[src/rtl/smc_pkg.sv]
package smc_pkg;

    localparam int WAIT_W = 5;

    typedef struct packed {
        logic              pin_en;
        logic [WAIT_W-1:0] wr_cnt;
        logic [WAIT_W-1:0] rd_cnt;
    } bank_cfg_t;

    localparam int CFG_W = $bits(bank_cfg_t);

    typedef enum logic [1:0] {
        PH_IDLE,
        PH_HOLD,
        PH_LAST
    } phase_t;

    function automatic logic [WAIT_W-1:0] hold_len(input logic [WAIT_W-1:0] n);
        hold_len = (n < WAIT_W'(2)) ? WAIT_W'(2) : n;
    endfunction

endpackage

[src/rtl/smc_wait_sync.sv]
module smc_wait_sync (
    input  logic clk,
    input  logic rst,
    input  logic wait_n_async,
    output logic wait_act
);
    logic stage1_n;
    logic stage2_n;

    always_ff @(posedge clk) begin
        if (rst) begin
            stage1_n <= 1'b1;
            stage2_n <= 1'b1;
        end else begin
            stage1_n <= wait_n_async;
            stage2_n <= stage1_n;
        end
    end

    assign wait_act = ~stage2_n;
endmodule

[src/rtl/smc_bank_decode.sv]
module smc_bank_decode #(
    parameter int NUM_BANKS = 6,
    localparam int SEL_W = $clog2(NUM_BANKS)
) (
    input  logic [SEL_W-1:0]     region,
    output logic [NUM_BANKS-1:0] onehot,
    output logic                 hit
);
    for (genvar b = 0; b < NUM_BANKS; b++) begin : g_match
        assign onehot[b] = (region == SEL_W'(b));
    end

    assign hit = |onehot;
endmodule

[src/rtl/smc_access_seq.sv]
module smc_access_seq
    import smc_pkg::*;
#(
    parameter int ADDR_W    = 32,
    parameter int DATA_W    = 32,
    parameter int NUM_BANKS = 6,
    localparam int BE_W = DATA_W / 8
) (
    input  logic                 clk,
    input  logic                 rst,
    input  logic                 req_valid,
    output logic                 req_ready,
    input  logic                 req_write,
    input  logic [ADDR_W-1:0]    req_addr,
    input  logic [DATA_W-1:0]    req_wdata,
    input  logic [BE_W-1:0]      req_be,
    input  logic                 hit,
    input  logic [NUM_BANKS-1:0] sel_onehot,
    input  bank_cfg_t            sel_cfg,
    input  logic                 wait_act,
    output logic                 rsp_valid,
    output logic                 rsp_err,
    output logic [DATA_W-1:0]    rsp_rdata,
    output logic [NUM_BANKS-1:0] mem_cs_n,
    output logic [ADDR_W-1:0]    mem_addr,
    output logic [DATA_W-1:0]    mem_dout,
    input  logic [DATA_W-1:0]    mem_din,
    output logic                 mem_oe_n,
    output logic                 mem_we_n,
    output logic [BE_W-1:0]      mem_be_n
);
    phase_t                phase;
    logic [WAIT_W-1:0]     cnt;
    logic [NUM_BANKS-1:0]  cs_sel;
    logic                  is_wr;
    logic                  pin_en;
    logic [BE_W-1:0]       be_q;
    logic [WAIT_W-1:0]     n_req;
    logic                  hold_done;

    always_comb n_req = hold_len(req_write ? sel_cfg.wr_cnt : sel_cfg.rd_cnt);

    assign hold_done = (cnt == '0) && !(pin_en && wait_act);
    assign req_ready = (phase == PH_IDLE);

    always_ff @(posedge clk) begin
        if (rst) begin
            phase     <= PH_IDLE;
            cnt       <= '0;
            cs_sel    <= '0;
            is_wr     <= 1'b0;
            pin_en    <= 1'b0;
            be_q      <= '0;
            mem_addr  <= '0;
            mem_dout  <= '0;
            rsp_valid <= 1'b0;
            rsp_err   <= 1'b0;
            rsp_rdata <= '0;
        end else begin
            rsp_valid <= 1'b0;
            rsp_err   <= 1'b0;
            case (phase)
                PH_IDLE: begin
                    if (req_valid) begin
                        if (hit) begin
                            phase    <= PH_HOLD;
                            cs_sel   <= sel_onehot;
                            mem_addr <= req_addr;
                            mem_dout <= req_wdata;
                            be_q     <= req_be;
                            is_wr    <= req_write;
                            pin_en   <= sel_cfg.pin_en;
                            cnt      <= n_req - WAIT_W'(2);
                        end else begin
                            rsp_valid <= 1'b1;
                            rsp_err   <= 1'b1;
                        end
                    end
                end
                PH_HOLD: begin
                    if (cnt != '0) cnt <= cnt - 1'b1;
                    if (hold_done) begin
                        phase     <= PH_LAST;
                        rsp_rdata <= mem_din;
                        rsp_valid <= 1'b1;
                    end
                end
                PH_LAST: begin
                    phase    <= PH_IDLE;
                    cs_sel   <= '0;
                    mem_addr <= '0;
                    is_wr    <= 1'b0;
                end
                default: phase <= PH_IDLE;
            endcase
        end
    end

    assign mem_cs_n = ~cs_sel;
    assign mem_oe_n = ~((phase != PH_IDLE) && !is_wr);
    assign mem_we_n = ~((phase == PH_HOLD) && is_wr);
    assign mem_be_n = mem_we_n ? '1 : ~be_q;

    AST_ONE_BANK: assert property (@(posedge clk) disable iff (rst)
        $countones(~mem_cs_n) <= 1);

    AST_BUSY_NOT_READY: assert property (@(posedge clk) disable iff (rst)
        !(&mem_cs_n) |-> !req_ready);

    AST_ADDR_STABLE: assert property (@(posedge clk) disable iff (rst)
        (!(&mem_cs_n) && $past(!(&mem_cs_n))) |->
            ($stable(mem_addr) && $stable(mem_cs_n) && $stable(mem_dout)));

    AST_READ_NO_STROBE: assert property (@(posedge clk) disable iff (rst)
        !mem_oe_n |-> (&mem_be_n && mem_we_n));

    AST_ERR_NO_CS: assert property (@(posedge clk) disable iff (rst)
        (rsp_valid && rsp_err) |-> &mem_cs_n);

    AST_RELEASE_AFTER_RSP: assert property (@(posedge clk) disable iff (rst)
        (rsp_valid && !rsp_err) |=> (&mem_cs_n && mem_addr == '0));

    AST_MIN_HOLD: assert property (@(posedge clk) disable iff (rst)
        $rose(&mem_cs_n) |-> $past(!(&mem_cs_n), 2));
endmodule

[src/rtl/smc_bank_ctrl.sv]
module smc_bank_ctrl
    import smc_pkg::*;
#(
    parameter int ADDR_W    = 32,
    parameter int DATA_W    = 32,
    parameter int NUM_BANKS = 6,
    localparam int BE_W = DATA_W / 8
) (
    input  logic                       clk,
    input  logic                       rst,
    input  logic [NUM_BANKS*CFG_W-1:0] bank_cfg,
    input  logic                       req_valid,
    output logic                       req_ready,
    input  logic                       req_write,
    input  logic [ADDR_W-1:0]          req_addr,
    input  logic [DATA_W-1:0]          req_wdata,
    input  logic [BE_W-1:0]            req_be,
    output logic                       rsp_valid,
    output logic                       rsp_err,
    output logic [DATA_W-1:0]          rsp_rdata,
    output logic [NUM_BANKS-1:0]       mem_cs_n,
    output logic [ADDR_W-1:0]          mem_addr,
    output logic [DATA_W-1:0]          mem_dout,
    input  logic [DATA_W-1:0]          mem_din,
    output logic                       mem_oe_n,
    output logic                       mem_we_n,
    output logic [BE_W-1:0]            mem_be_n,
    input  logic                       mem_wait_n
);
    localparam int SEL_W = $clog2(NUM_BANKS);

    bank_cfg_t            cfg_arr [NUM_BANKS];
    bank_cfg_t            sel_cfg;
    logic [NUM_BANKS-1:0] sel_onehot;
    logic                 hit;
    logic                 wait_act;

    for (genvar b = 0; b < NUM_BANKS; b++) begin : g_cfg
        assign cfg_arr[b] = bank_cfg[b*CFG_W +: CFG_W];
    end

    always_comb begin
        sel_cfg = '0;
        for (int b = 0; b < NUM_BANKS; b++) begin
            if (sel_onehot[b]) sel_cfg = cfg_arr[b];
        end
    end

    smc_wait_sync u_sync (
        .clk          (clk),
        .rst          (rst),
        .wait_n_async (mem_wait_n),
        .wait_act     (wait_act)
    );

    smc_bank_decode #(.NUM_BANKS(NUM_BANKS)) u_decode (
        .region (req_addr[ADDR_W-1 -: SEL_W]),
        .onehot (sel_onehot),
        .hit    (hit)
    );

    smc_access_seq #(
        .ADDR_W    (ADDR_W),
        .DATA_W    (DATA_W),
        .NUM_BANKS (NUM_BANKS)
    ) u_seq (
        .clk        (clk),
        .rst        (rst),
        .req_valid  (req_valid),
        .req_ready  (req_ready),
        .req_write  (req_write),
        .req_addr   (req_addr),
        .req_wdata  (req_wdata),
        .req_be     (req_be),
        .hit        (hit),
        .sel_onehot (sel_onehot),
        .sel_cfg    (sel_cfg),
        .wait_act   (wait_act),
        .rsp_valid  (rsp_valid),
        .rsp_err    (rsp_err),
        .rsp_rdata  (rsp_rdata),
        .mem_cs_n   (mem_cs_n),
        .mem_addr   (mem_addr),
        .mem_dout   (mem_dout),
        .mem_din    (mem_din),
        .mem_oe_n   (mem_oe_n),
        .mem_we_n   (mem_we_n),
        .mem_be_n   (mem_be_n)
    );
endmodule

[config.mk]
export PLATFORM = sky130hd
export DESIGN_NAME = smc_bank_ctrl
export DESIGN_NICKNAME = d
export VERILOG_FILES = /design/src/rtl/smc_pkg.sv /design/src/rtl/smc_wait_sync.sv /design/src/rtl/smc_bank_decode.sv /design/src/rtl/smc_access_seq.sv /design/src/rtl/smc_bank_ctrl.sv
export SDC_FILE = /design/constraint.sdc
export NUM_CORES = 1
export LEC_CHECK = 0
export ABC_CLOCK_PERIOD_IN_PS = 2700
export BUFFER_PORTS_ARGS = -buffer_cell sky130_fd_sc_hd__buf_2
export CAP_MARGIN = 20
export CORE_MARGIN = 2
export CORE_UTILIZATION = 40
export CTS_CLUSTER_DIAMETER = 120
export DETAILED_ROUTE_END_ITERATION = 6
export PLACE_DENSITY = 0.79
export SETUP_SLACK_MARGIN = 0.05
export SYNTH_ARGS = -nofsm -noshare
export SYNTH_HDL_FRONTEND = slang
export SYNTH_SLANG_ARGS = --single-unit
[constraint.sdc]
create_clock -name clk -period 2.7 [get_ports clk]
set_clock_uncertainty 0.1 [all_clocks]
set_input_delay 0.27 -clock clk [delete_from_list [all_inputs] [get_ports clk]]
set_output_delay 0.27 -clock clk [all_outputs]
set_load 0.01 [all_outputs]
==> results of run 1 <==
==> per-stage QoR <==
step                      cell area (µm²)  hold WS (ns)
after floorplan                      4976        0.2738
after global placement               6561        0.2982
after detailed placement             6561        0.3010
after CTS                            7700    0.00009853
after global routing                 7700      0.006809
final                                7702       0.01981
==> worst paths after layout <==
check             slack, ns  depth (start not counted)                        from                         endpoint
setup reg to reg       0.50                          7   u_seq.cnt[0]$_SDFFE_PP0P_  u_seq.rsp_rdata[3]$_SDFFE_PP0P_
hold reg to reg        0.31                          1  u_sync.stage1_n$_SDFF_PP1_       u_sync.stage2_n$_SDFF_PP1_
setup / recovery       0.50                          7   u_seq.cnt[0]$_SDFFE_PP0P_  u_seq.rsp_rdata[3]$_SDFFE_PP0P_
hold / removal         0.02                          3                 req_addr[1]   u_seq.mem_addr[1]$_SDFFE_PP0P_
==> cells by family after synthesis <==
| group | Yosys count | share of synthesized area (%) |
|---|---|---|
| AND/OR/NAND/NOR | 229 | 19.31 |
| flip-flops | 119 | 47.88 |
| AO/OA/AOI/OAI | 155 | 20.57 |
| XOR/XNOR | 1 | 0.1760 |
| adder cells (fa/ha/maj) | 3 | 0.7544 |
| multiplexers | 24 | 6.085 |
| buffers and inverters | 60 | 5.230 |
==> area by class of cell <==
type                       count  area share, %
antenna                        1        0.03249
clock buffer                  20          5.799
clock inverter                12          1.966
inverter                      12         0.5848
multi-input combinational    412          30.47
sequential                   119          30.93
tap                          168          2.729
timing repair buffer         354          27.49
==> layer usage <==
layer  up-vias  routed length, µm  global-route usage (%)
li1       2687                  -                       -
met1      2536               6415                   26.62
met2       234               7856                   40.51
met3        32               1351                   7.793
met4         2                340                   10.84
met5         -                 13                       0
==> flip-flops by register name, indices dropped and copies added, names as in the netlist, 2 cells and up <==
| register | count |
|---|---|
| u_seq.be_q | 4 |
| u_seq.cnt | 5 |
| u_seq.cs_sel | 6 |
| u_seq.mem_addr | 32 |
| u_seq.mem_dout | 32 |
| u_seq.phase | 2 |
| u_seq.rsp_rdata | 32 |
==> layout by cell type, fill, tap and decap left out, types with 12 or more instances in the layout <==
master         count
inv_1             12
nor2_1            52
a22oi_1           37
dfxtp_1          119
buf_2            280
dlygate4sd3_1     54
a21oi_1           77
buf_4             18
nand2_1          147
clkbuf_16         17
==> power by group through the flow <==
| stage | registers [mW] | logic [mW] | clock network (mW) |
|---|---|---|---|
| after global routing | 2.00 | 1.14 | 2.41 |
| after CTS | 1.98 | 1.03 | 2.31 |
| final | 1.98 | 1.03 | 2.26 |
| after floorplan | 2.06 | 0.526 | 0 |
| after detailed placement | 2.02 | 0.964 | 0 |
| after global placement | 2.01 | 0.952 | 0 |
==> tightest hold or removal path, cell delays in order <==
cell	delay (ns)
buf_2	0.08
a22oi_1	0.06
nor2_1	0.07
==> reports/qor.yml, run 1 <==
run_status:
  status: "finished, final reports clean"
cts:
  clockBufferDepth: 2
  clkLatencyLatePin_ns: 0.40
  clkSinkCount: 119
  postCtsHoldBufs: 54
  cts_setup_buffers: 0
  post_cts_resized: 0
  root_buffer: "clkbuf_16"
  numCtsBuffers: 17
  cts_tree: "done"
  clk_pin_slew_ns: 0.06
  htreeDepth: 4
critical_path:
  critPathSlowestCell: "or2_2"
  worst-path-buf-inv: 1
  slowest_delay_ns: 0.57
  crit_type: "register to register"
  crit_family: "simple AND/OR/NAND/NOR gates"
  cp-end-kind: "register"
  cp.arrival_ns: 2.37
  cp.required_ns: 2.87
  cp_cell_sequence: "inv_1, ha_1, nor4b_2, o21ai_1, or2_2, nand2_1, a21oi_1"
  crit_fanout: 33
  cp-start-kind: "register"
pwr:
  p_seq_share_pct: 37.6
  clock_power_share_pct: 42.8
  ir_worst_vdd_mv: 0.4730
  p_leak_nw: 3.552
  power.total_mw: 5.278
  power_switching_mw: 1.426
  p_comb_share_pct: 19.6
  p_sw_share_pct: 27.02
  internal-power_mw: 3.852
  power_density_mw_per_mm2: 685.2
synthesis:
  yosysSeqAreaShare_pct: 47.88
  postSynthAreaPerCell_um2: 8.420
  synth_area_leaders: "dfxtp_1 (48%), nand2_1 (11%), a21oi_1 (7.8%)"
  synth_commonest_cells: "nand2_1 (147), dfxtp_1 (119), a21oi_1 (78)"
  yosys.area.top_type: "dfxtp_1"
  synth_nets: 765
  synth_edf_count: 0
  synth_area_mm2: 0.004976
  ys_ff_latch: 119
  syn_inst: 591
  synthFlopType: "dfxtp_1"
  yosysMostFrequentCell: "nand2_1"
  async_flop_share_pct: 0
  ys_warn_count: 0
  synth_top_area_share_pct: 47.88
  synthDistinctLibCells: 55
detailed_routing:
  remaining_drc_errors: 0
  routedWlPerCell_um: 14.55
  drtAntennaViolNets: 0
  first_pass_iters: 5
  drt-initial-drc-count: 325
  finalWirelength_um: 15980
  via_count: 5491
  drt-vias-per-instance: 5.001
grt:
  grt_pass1_wl_um: 25110
  overflow: 0
  grt.total_usage_pct: 23.62
  grt_pass1_vias: 5323
  grt_max_degree: 40
  antenna_found_initial: 1
job:
  drv_cap: 0
sta:
  tightest_slew_ns: 0.6377
  slew_violations: 0
  min_period_over_period_pct: 81.54
  setup_slack_ns: 0.4985
  setup_tns_ns: 0
  clock.fmax_ghz: 0.4542
  rsz0062_at_grt: "no"
  period_minus_slack_ns: 2.202
  hold_viol_final: 0
  slew_headroom_pct: 57.49
  setup_violations: 0
layout:
  multi_input_area_mm2: 0.002347
  seqCellArea_mm2: 0.002382
  fin_util_pct: 63.86
  layout-drive-gt1-share_pct: 38.32
  nNetsFinal: 1090
  fillers: 1014
  syn_to_final_growth_pct: 54.79
  finalNonFillerCells: 1098
floorplanning:
  die_area_mm2: 0.01335
  die_h_um: 115.5
  io_pins: 282
  rows: 40
  core_area_mm2: 0.01206
  chipWidth_um: 115.5
  initial_core_util_pct: 41.26
placed_design:
  portBuffers: 281
  dp_hpwl_um: 10840
  gp_congestion: 0.8869
  pre_cts_ws_ns: 0.1064
  dp_cells: 1011
min_path:
  min_path_type: "primary input to register"
(Power assumes the default switching activity.)
==> inputs of run 2 (changes only) <==
- ABC_AREA: default -> 1
- ABC_CLOCK_PERIOD_IN_PS: 2700 -> 2200
- clock period: 2.7 -> 2.2 ns (I/O delays scaled with it)
==> run 2 against run 1 <==
  * Sequential cell count unchanged
  * Total power up 26%
  * Die area up 0.15%
  * Area after synthesis up 0.15%
  * Global-route usage up 3.3 points
  * Via count up 15%
  * Core utilization up 3.9 points
  * Worst setup slack worse by 0.24 ns
  * Critical path depth down 1
  * Critical endpoint is now mem_be_n[3]
==> reports/qor.yml, run 2 <==
run_status:
  status: "finished, final reports clean"
synthesis:
  ys_ff_latch: 119  # unchanged
  yosysSeqAreaShare_pct: 47.80  # -0.072 points
  synth_top_area_share_pct: 47.80  # -0.072 points
  synth_area_leaders: "dfxtp_1 (48%), nor2_1 (12%), nand2_1 (10%)"
  yosysMostFrequentCell: "nor2_1"
  synthFlopType: "dfxtp_1"
  yosys.area.top_type: "dfxtp_1"
  syn_inst: 707  # +20%
  synthDistinctLibCells: 23  # -58%
  async_flop_share_pct: 0  # unchanged
  ys_warn_count: 0  # unchanged
  synth_commonest_cells: "nor2_1 (163), nand2_1 (139), dfxtp_1 (119)"
  postSynthAreaPerCell_um2: 7.049  # -16%
  synth_area_mm2: 0.004984  # +0.15%
  synth_nets: 881  # +15%
  synth_edf_count: 0  # unchanged
sta:
  fin_hold_ws_ns: 0.05122  # +0.03141 ns
  tightest_slew_ns: 0.5014  # -0.1363 ns
  hold_viol_final: 0  # unchanged
  setup_violations: 0  # unchanged
  setup_tns_ns: 0  # unchanged
  rsz0062_at_grt: "no"
  period_minus_slack_ns: 1.944
  slew_headroom_pct: 66.52  # +9.0 points
  clock.fmax_ghz: 0.5143
  min_period_over_period_pct: 88.38
  slew_violations: 0  # unchanged
  setup_slack_ns: 0.2556  # -0.2429 ns
layout:
  nNetsFinal: 1260  # +16%
  final_cell_mix: "buf_2 (281), nor2_1 (161), nand2_1 (139)"
  layout_commonest_cell: "buf_2"
  layout-drive-gt1-share_pct: 32.30  # -6.0 points
  largestRegisters: "u_seq.mem_addr x32, u_seq.mem_dout x32, u_seq.rsp_rdata x32"
  finalInstanceArea_mm2: 0.008210  # +6.6%
  syn_to_final_growth_pct: 64.75
min_path:
  min_path_type: "primary input to register"
floorplanning:
  core_area_mm2: 0.01211  # +0.41%
  die_h_um: 115.6  # about the same
  io_pins: 282  # unchanged
  chipWidth_um: 115.6  # about the same
  initial_core_util_pct: 41.15  # -0.11 points
  rows: 40  # unchanged
  die_area_mm2: 0.01337  # +0.15%
cts:
  numCtsBuffers: 17  # unchanged
  cts_setup_buffers: 0  # unchanged
  htreeDepth: 4  # unchanged
  clkLatencyLatePin_ns: 0.40  # about the same
  clockBufferDepth: 2  # unchanged
  clk_pin_slew_ns: 0.05  # about the same
  root_buffer: "clkbuf_16"
  clkSinkCount: 119  # unchanged
  cts_tree: "done"
critical_path:
  crit_fanout: 6  # -82%
  cp-end-kind: "output pin"
  cp.required_ns: 1.88  # -0.99 ns
  cp-start-kind: "register"
  crit_type: "register to output pin"
  cp.arrival_ns: 1.62  # -0.75 ns
detailed_routing:
  via_count: 6289  # +15%
  drtAntennaViolNets: 0  # unchanged
  drt-vias-per-instance: 4.948  # -1.1%
  first_pass_iters: 5  # unchanged
  drt-initial-drc-count: 509  # +57%
  remaining_drc_errors: 0  # unchanged
  finalWirelength_um: 18740  # +17%
  routedWlPerCell_um: 14.75  # +1.3%
placed_design:
  gp_congestion: 0.9148  # +3.1%
  dp_hpwl_um: 11290  # +4.2%
  portBuffers: 281  # unchanged
  place_area_mm2: 0.006614  # +0.80%
  pre_cts_ws_ns: 0.08783  # -0.01857 ns
pwr:
  p_leak_nw: 4.090  # +15%
  ir_worst_vdd_mv: 0.8162  # +73%
  power_density_mw_per_mm2: 809.7  # +18%
grt:
  grt_max_degree: 48  # +20%
  grt_pass1_vias: 6011  # +13%
  grt.total_usage_pct: 26.96  # +3.3 points
  antenna_found_initial: 0  # -1
  grt_pass1_wl_um: 28530  # +14%
  overflow: 0  # unchanged
job:
  drv_cap: 0  # unchanged
## run 2: what timing repair did
item | in CTS | in global routing
hold buffers | 99 | 0
endpoints found under the setup margin | 0 | 2
resized for setup | 0 | 1
hold endpoints to repair | 99 | 0
## run 2: metrics by stage
stage	instances	util [%]	power, mW
after floorplan	707	-	3.197
after global placement	1136	54.61	3.723
after detailed placement	1136	54.61	3.734
after CTS	1267	67.69	6.645
after global routing	1267	67.71	6.950
final	1271	67.79	6.648
## run 2: cell families (layout without fill, tap and decap cells)
group / Yosys count / count (layout) / synth area share, %
AOI/OAI and AO/OA: 147 / 147 / 15.52
buffers and inverters: 88 / 480 / 7.331
and+or+nand+nor: 350 / 350 / 28.60
other: 0 / 4 / 0
DFF: 119 / 119 / 47.80
adders and majority gates: 3 / 3 / 0.7533
## run 2: path summary, 6_finish.rpt
check	startpoint	cells after the start	to	slack, ns
max	u_seq.phase[0]$_SDFFE_PP0P_	6	mem_be_n[3]	0.26
min	req_addr[30]	3	u_seq.mem_addr[30]$_SDFFE_PP0P_	0.05
max reg2reg	u_seq.cnt[0]$_SDFFE_PP0P_	10	u_seq.rsp_rdata[10]$_SDFFE_PP0P_	0.41
min reg2reg	u_sync.stage1_n$_SDFF_PP1_	1	u_sync.stage2_n$_SDFF_PP1_	0.31
## run 2: routing by layer
| layer | vias up | part of all wire (%) | global-route usage [%] |
|---|---|---|---|
| met3 | 34 | 9.0 | 6.119 |
| li1 | 3038 | - | - |
| met1 | 2873 | 39 | 31.39 |
| met2 | 344 | 50 | 47.60 |
| met5 | - | 0 | 0 |
| met4 | 0 | 1.9 | 11.59 |
## run 2: layout make-up
cell class                      count  area [µm²]
Antenna cell                        4       10.01
Clock buffer                       18       429.2
Clock inverter                     14       163.9
Fill cell                         931        3901
Inverter                           47       176.4
Multi-Input combinational cell    500        2246
Sequential cell                   119        2382
Tap cell                          168       210.2
Timing Repair Buffer              401        2592
## run 2: power by group
group	switching (mW)	internal [mW]	total, mW
logic	0.786	0.606	1.39
registers	0.118	2.38	2.50
clock network	1.06	1.70	2.76
total	1.97	4.68	6.65
## run 2: worst max-delay path: stages, from the launching register on
cell     delay, ns
dfxtp_1       0.34
inv_1         0.05
nor2_2        0.11
inv_2         0.09
nor2_2        0.28
nand2_1       0.17
buf_2         0.18
==> inputs of run 3 (changes only) <==
- ABC_AREA: 1 -> 0
==> run 3 against run 2 <==
  * The flow now finishes with violations (DRC)
  * Sequential cell count did not move
  * Die area is 0.15% lower
  * Register-to-register slack got worse by 0.14 ns
==> reports/qor.yml, run 3 (synthesis gave the netlist of run 1 again) <==
run_status:
  status: "complete, but fails checks"
  violations: "DRC"
critical_path:
  cp-end-kind: "register"
  r2r_cells: 7  # -3
  crit_type: "primary input to register"
  cp_cell_sequence: "buf_6, buf_12, mux2_4, a222oi_1, mux2i_1, a2111oi_4, nor2_1, ha_1, nor2_1, o21bai_1, a21oi_1"
  cp-start-kind: "primary input"
  cp.required_ns: 2.39  # +0.51 ns
  slowest_delay_ns: 0.36  # +0.02 ns
  reg2reg_slack_ns: 0.27  # -0.14 ns
  crit_fanout: 9  # +3
  critPathSlowestCell: "a2111oi_4"
  cp.arrival_ns: 2.28  # +0.66 ns
  worst_path_most_repeated_cell: "nor2_1"
layout:
  syn_to_final_growth_pct: 67.29
  layout_commonest_cell: "buf_2"
  final_cell_mix: "buf_2 (278), nand2_1 (147), dfxtp_1 (119)"
  num_antenna_cells: 0  # -4
  finalInstanceArea_mm2: 0.008324  # +1.4%
  finalNonFillerCells: 1158  # -8.9%
  largestRegisters: "u_seq.mem_addr x32, u_seq.mem_dout x32, u_seq.rsp_rdata x32"
  nNetsFinal: 1151  # -8.7%
  layout-drive-gt1-share_pct: 37.88  # +5.6 points
detailed_routing:
  drt-vias-per-instance: 5.086  # +2.8%
  drt-initial-drc-count: 417  # -18%
  remaining_drc_errors: 1  # +1
  first_pass_iters: 7  # +2
  via_count: 5890  # -6.3%
  drtAntennaViolNets: 0  # unchanged
  finalWirelength_um: 18110  # -3.4%
  routedWlPerCell_um: 15.64  # +6.1%
pwr:
  power_density_mw_per_mm2: 790.5  # -2.4%
  ir_worst_vdd_mv: 0.5183  # -37%
  p_leak_nw: 3.842  # -6.1%
floorplanning:
  io_pins: 282  # unchanged
  die_area_mm2: 0.01335  # -0.15%
  chipWidth_um: 115.5  # about the same
  initial_core_util_pct: 41.26  # +0.11 points
  core_area_mm2: 0.01206  # -0.41%
  rows: 40  # unchanged
  die_h_um: 115.5  # about the same
sta:
  slew_violations: 0  # unchanged
  slew_headroom_pct: 63.81  # -2.7 points
  tightest_slew_ns: 0.5429  # +0.04144 ns
  clock.fmax_ghz: 0.4784  # -7.0%
  min_period_over_period_pct: 95.01  # +6.6 points
  rsz0062_at_grt: "yes"
  period_minus_slack_ns: 2.090  # +0.1458 ns
  setup_violations: 0  # unchanged
  hold_viol_final: 0  # unchanged
grt:
  grt_max_degree: 49  # +2.1%
  grt.total_usage_pct: 26.62  # -0.35 points
  grt_pass1_vias: 5831  # -3.0%
  overflow: 0  # unchanged
  antenna_found_initial: 1  # +1
  grt_pass1_wl_um: 27920  # -2.1%
placed_design:
  dp_cells: 1028  # -9.5%
  portBuffers: 281  # unchanged
  dp_hpwl_um: 10960  # -2.9%
  gp_congestion: 0.9274  # +1.4%
  place_area_mm2: 0.006739  # +1.9%
cts:
  clkSinkCount: 119  # unchanged
  clockBufferDepth: 2  # unchanged
  cts_tree: "done"
  numCtsBuffers: 17  # unchanged
  clk_pin_slew_ns: 0.05  # about the same
  clkLatencyLatePin_ns: 0.40  # about the same
  htreeDepth: 4  # unchanged
  cts_setup_buffers: 0  # unchanged
  root_buffer: "clkbuf_16"
job:
  drv_cap: 0  # unchanged
min_path:
  min_path_cells: 3  # unchanged
  min_path_type: "primary input to register"
-- run 3: cell types whose count changed in the layout (fill, tap and decap cells not counted), moves of 8 or more --
cell,delta
inv_1,-30
o211ai_1,-8
a22oi_1,+37
nand3_1,-16
buf_4,+13
nor2_1,-109
a21oi_1,+26
o21ai_0,-79
nand2_1,+8
nand4_1,-16
-- run 3: path summary, 6_finish.rpt --
check | startpoint | end
worst min-delay path | req_valid | u_seq.rsp_err$_SDFF_PP0_
worst max-delay path | req_addr[29] | u_seq.cnt[2]$_SDFFE_PP0P_
worst min register to register | u_sync.stage1_n$_SDFF_PP1_ | u_sync.stage2_n$_SDFF_PP1_
worst max register to register | u_seq.cnt[0]$_SDFFE_PP0P_ | u_seq.cnt[1]$_SDFFE_PP0P_
-- run 3: power breakdown --
group	leakage (nW)	internal [mW]	switching (mW)
combinational	2.58	0.707	0.733
clock	0.286	1.72	0.976
sequential	0.972	2.33	0.110
total	3.84	4.76	1.82
-- run 3: per-layer routing --
metal	share of wire, %	global-route usage [%]	routed length, µm	up-vias
li1	-	-	-	2806
met1	39	29.02	7005	2721
met2	49	46.08	8850	303
met3	9.0	8.944	1630	58
met4	3.4	13.49	607	2
met5	0.088	0	16	-
-- run 3: critical path: cells and delay by family --
kind | cells | cell delay [ns]
AO/OA/AOI/OAI | 4 | 0.90
multiplexers | 2 | 0.50
adder cells (fa/ha/maj) | 1 | 0.28
buffers and inverters | 2 | 0.26
AND/OR/NAND/NOR | 2 | 0.11
-- run 3: repair_timing --
item / CTS / global route
endpoints found under the hold margin: 98 / 0
resized for setup: 0 / 7
hold buffers: 98 / 0
setup endpoints to repair: 0 / 38
-- run 3: metrics by stage --
| step | hold slack (ns) | utilization [%] | setup TNS [ns] | power (mW) | setup WS [ns] |
|---|---|---|---|---|---|
| after floorplan | 0.2238 | - | -0.1328 | 3.180 | -0.1096 |
| after global placement | 0.2983 | 55.87 | -0.4642 | 3.706 | -0.2702 |
| after detailed placement | 0.2991 | 55.87 | -0.6018 | 3.727 | -0.3269 |
| after CTS | 0.08027 | 68.84 | 0 | 6.571 | 0.1018 |
| after global routing | 0.08668 | 69.01 | -0.01590 | 6.897 | -0.01590 |
| final | 0.09088 | 69.01 | 0 | 6.580 | 0.1098 |
-- run 3: layout make-up --
class / instances / area (µm²)
Clock buffer: 20 / 456.7
Clock inverter: 12 / 126.4
Fill cell: 876 / 3737
Sequential cell: 119 / 2382
Inverter: 12 / 45.04
Multi-Input combinational cell: 412 / 2360
Tap cell: 168 / 210.2
Timing Repair Buffer: 415 / 2744
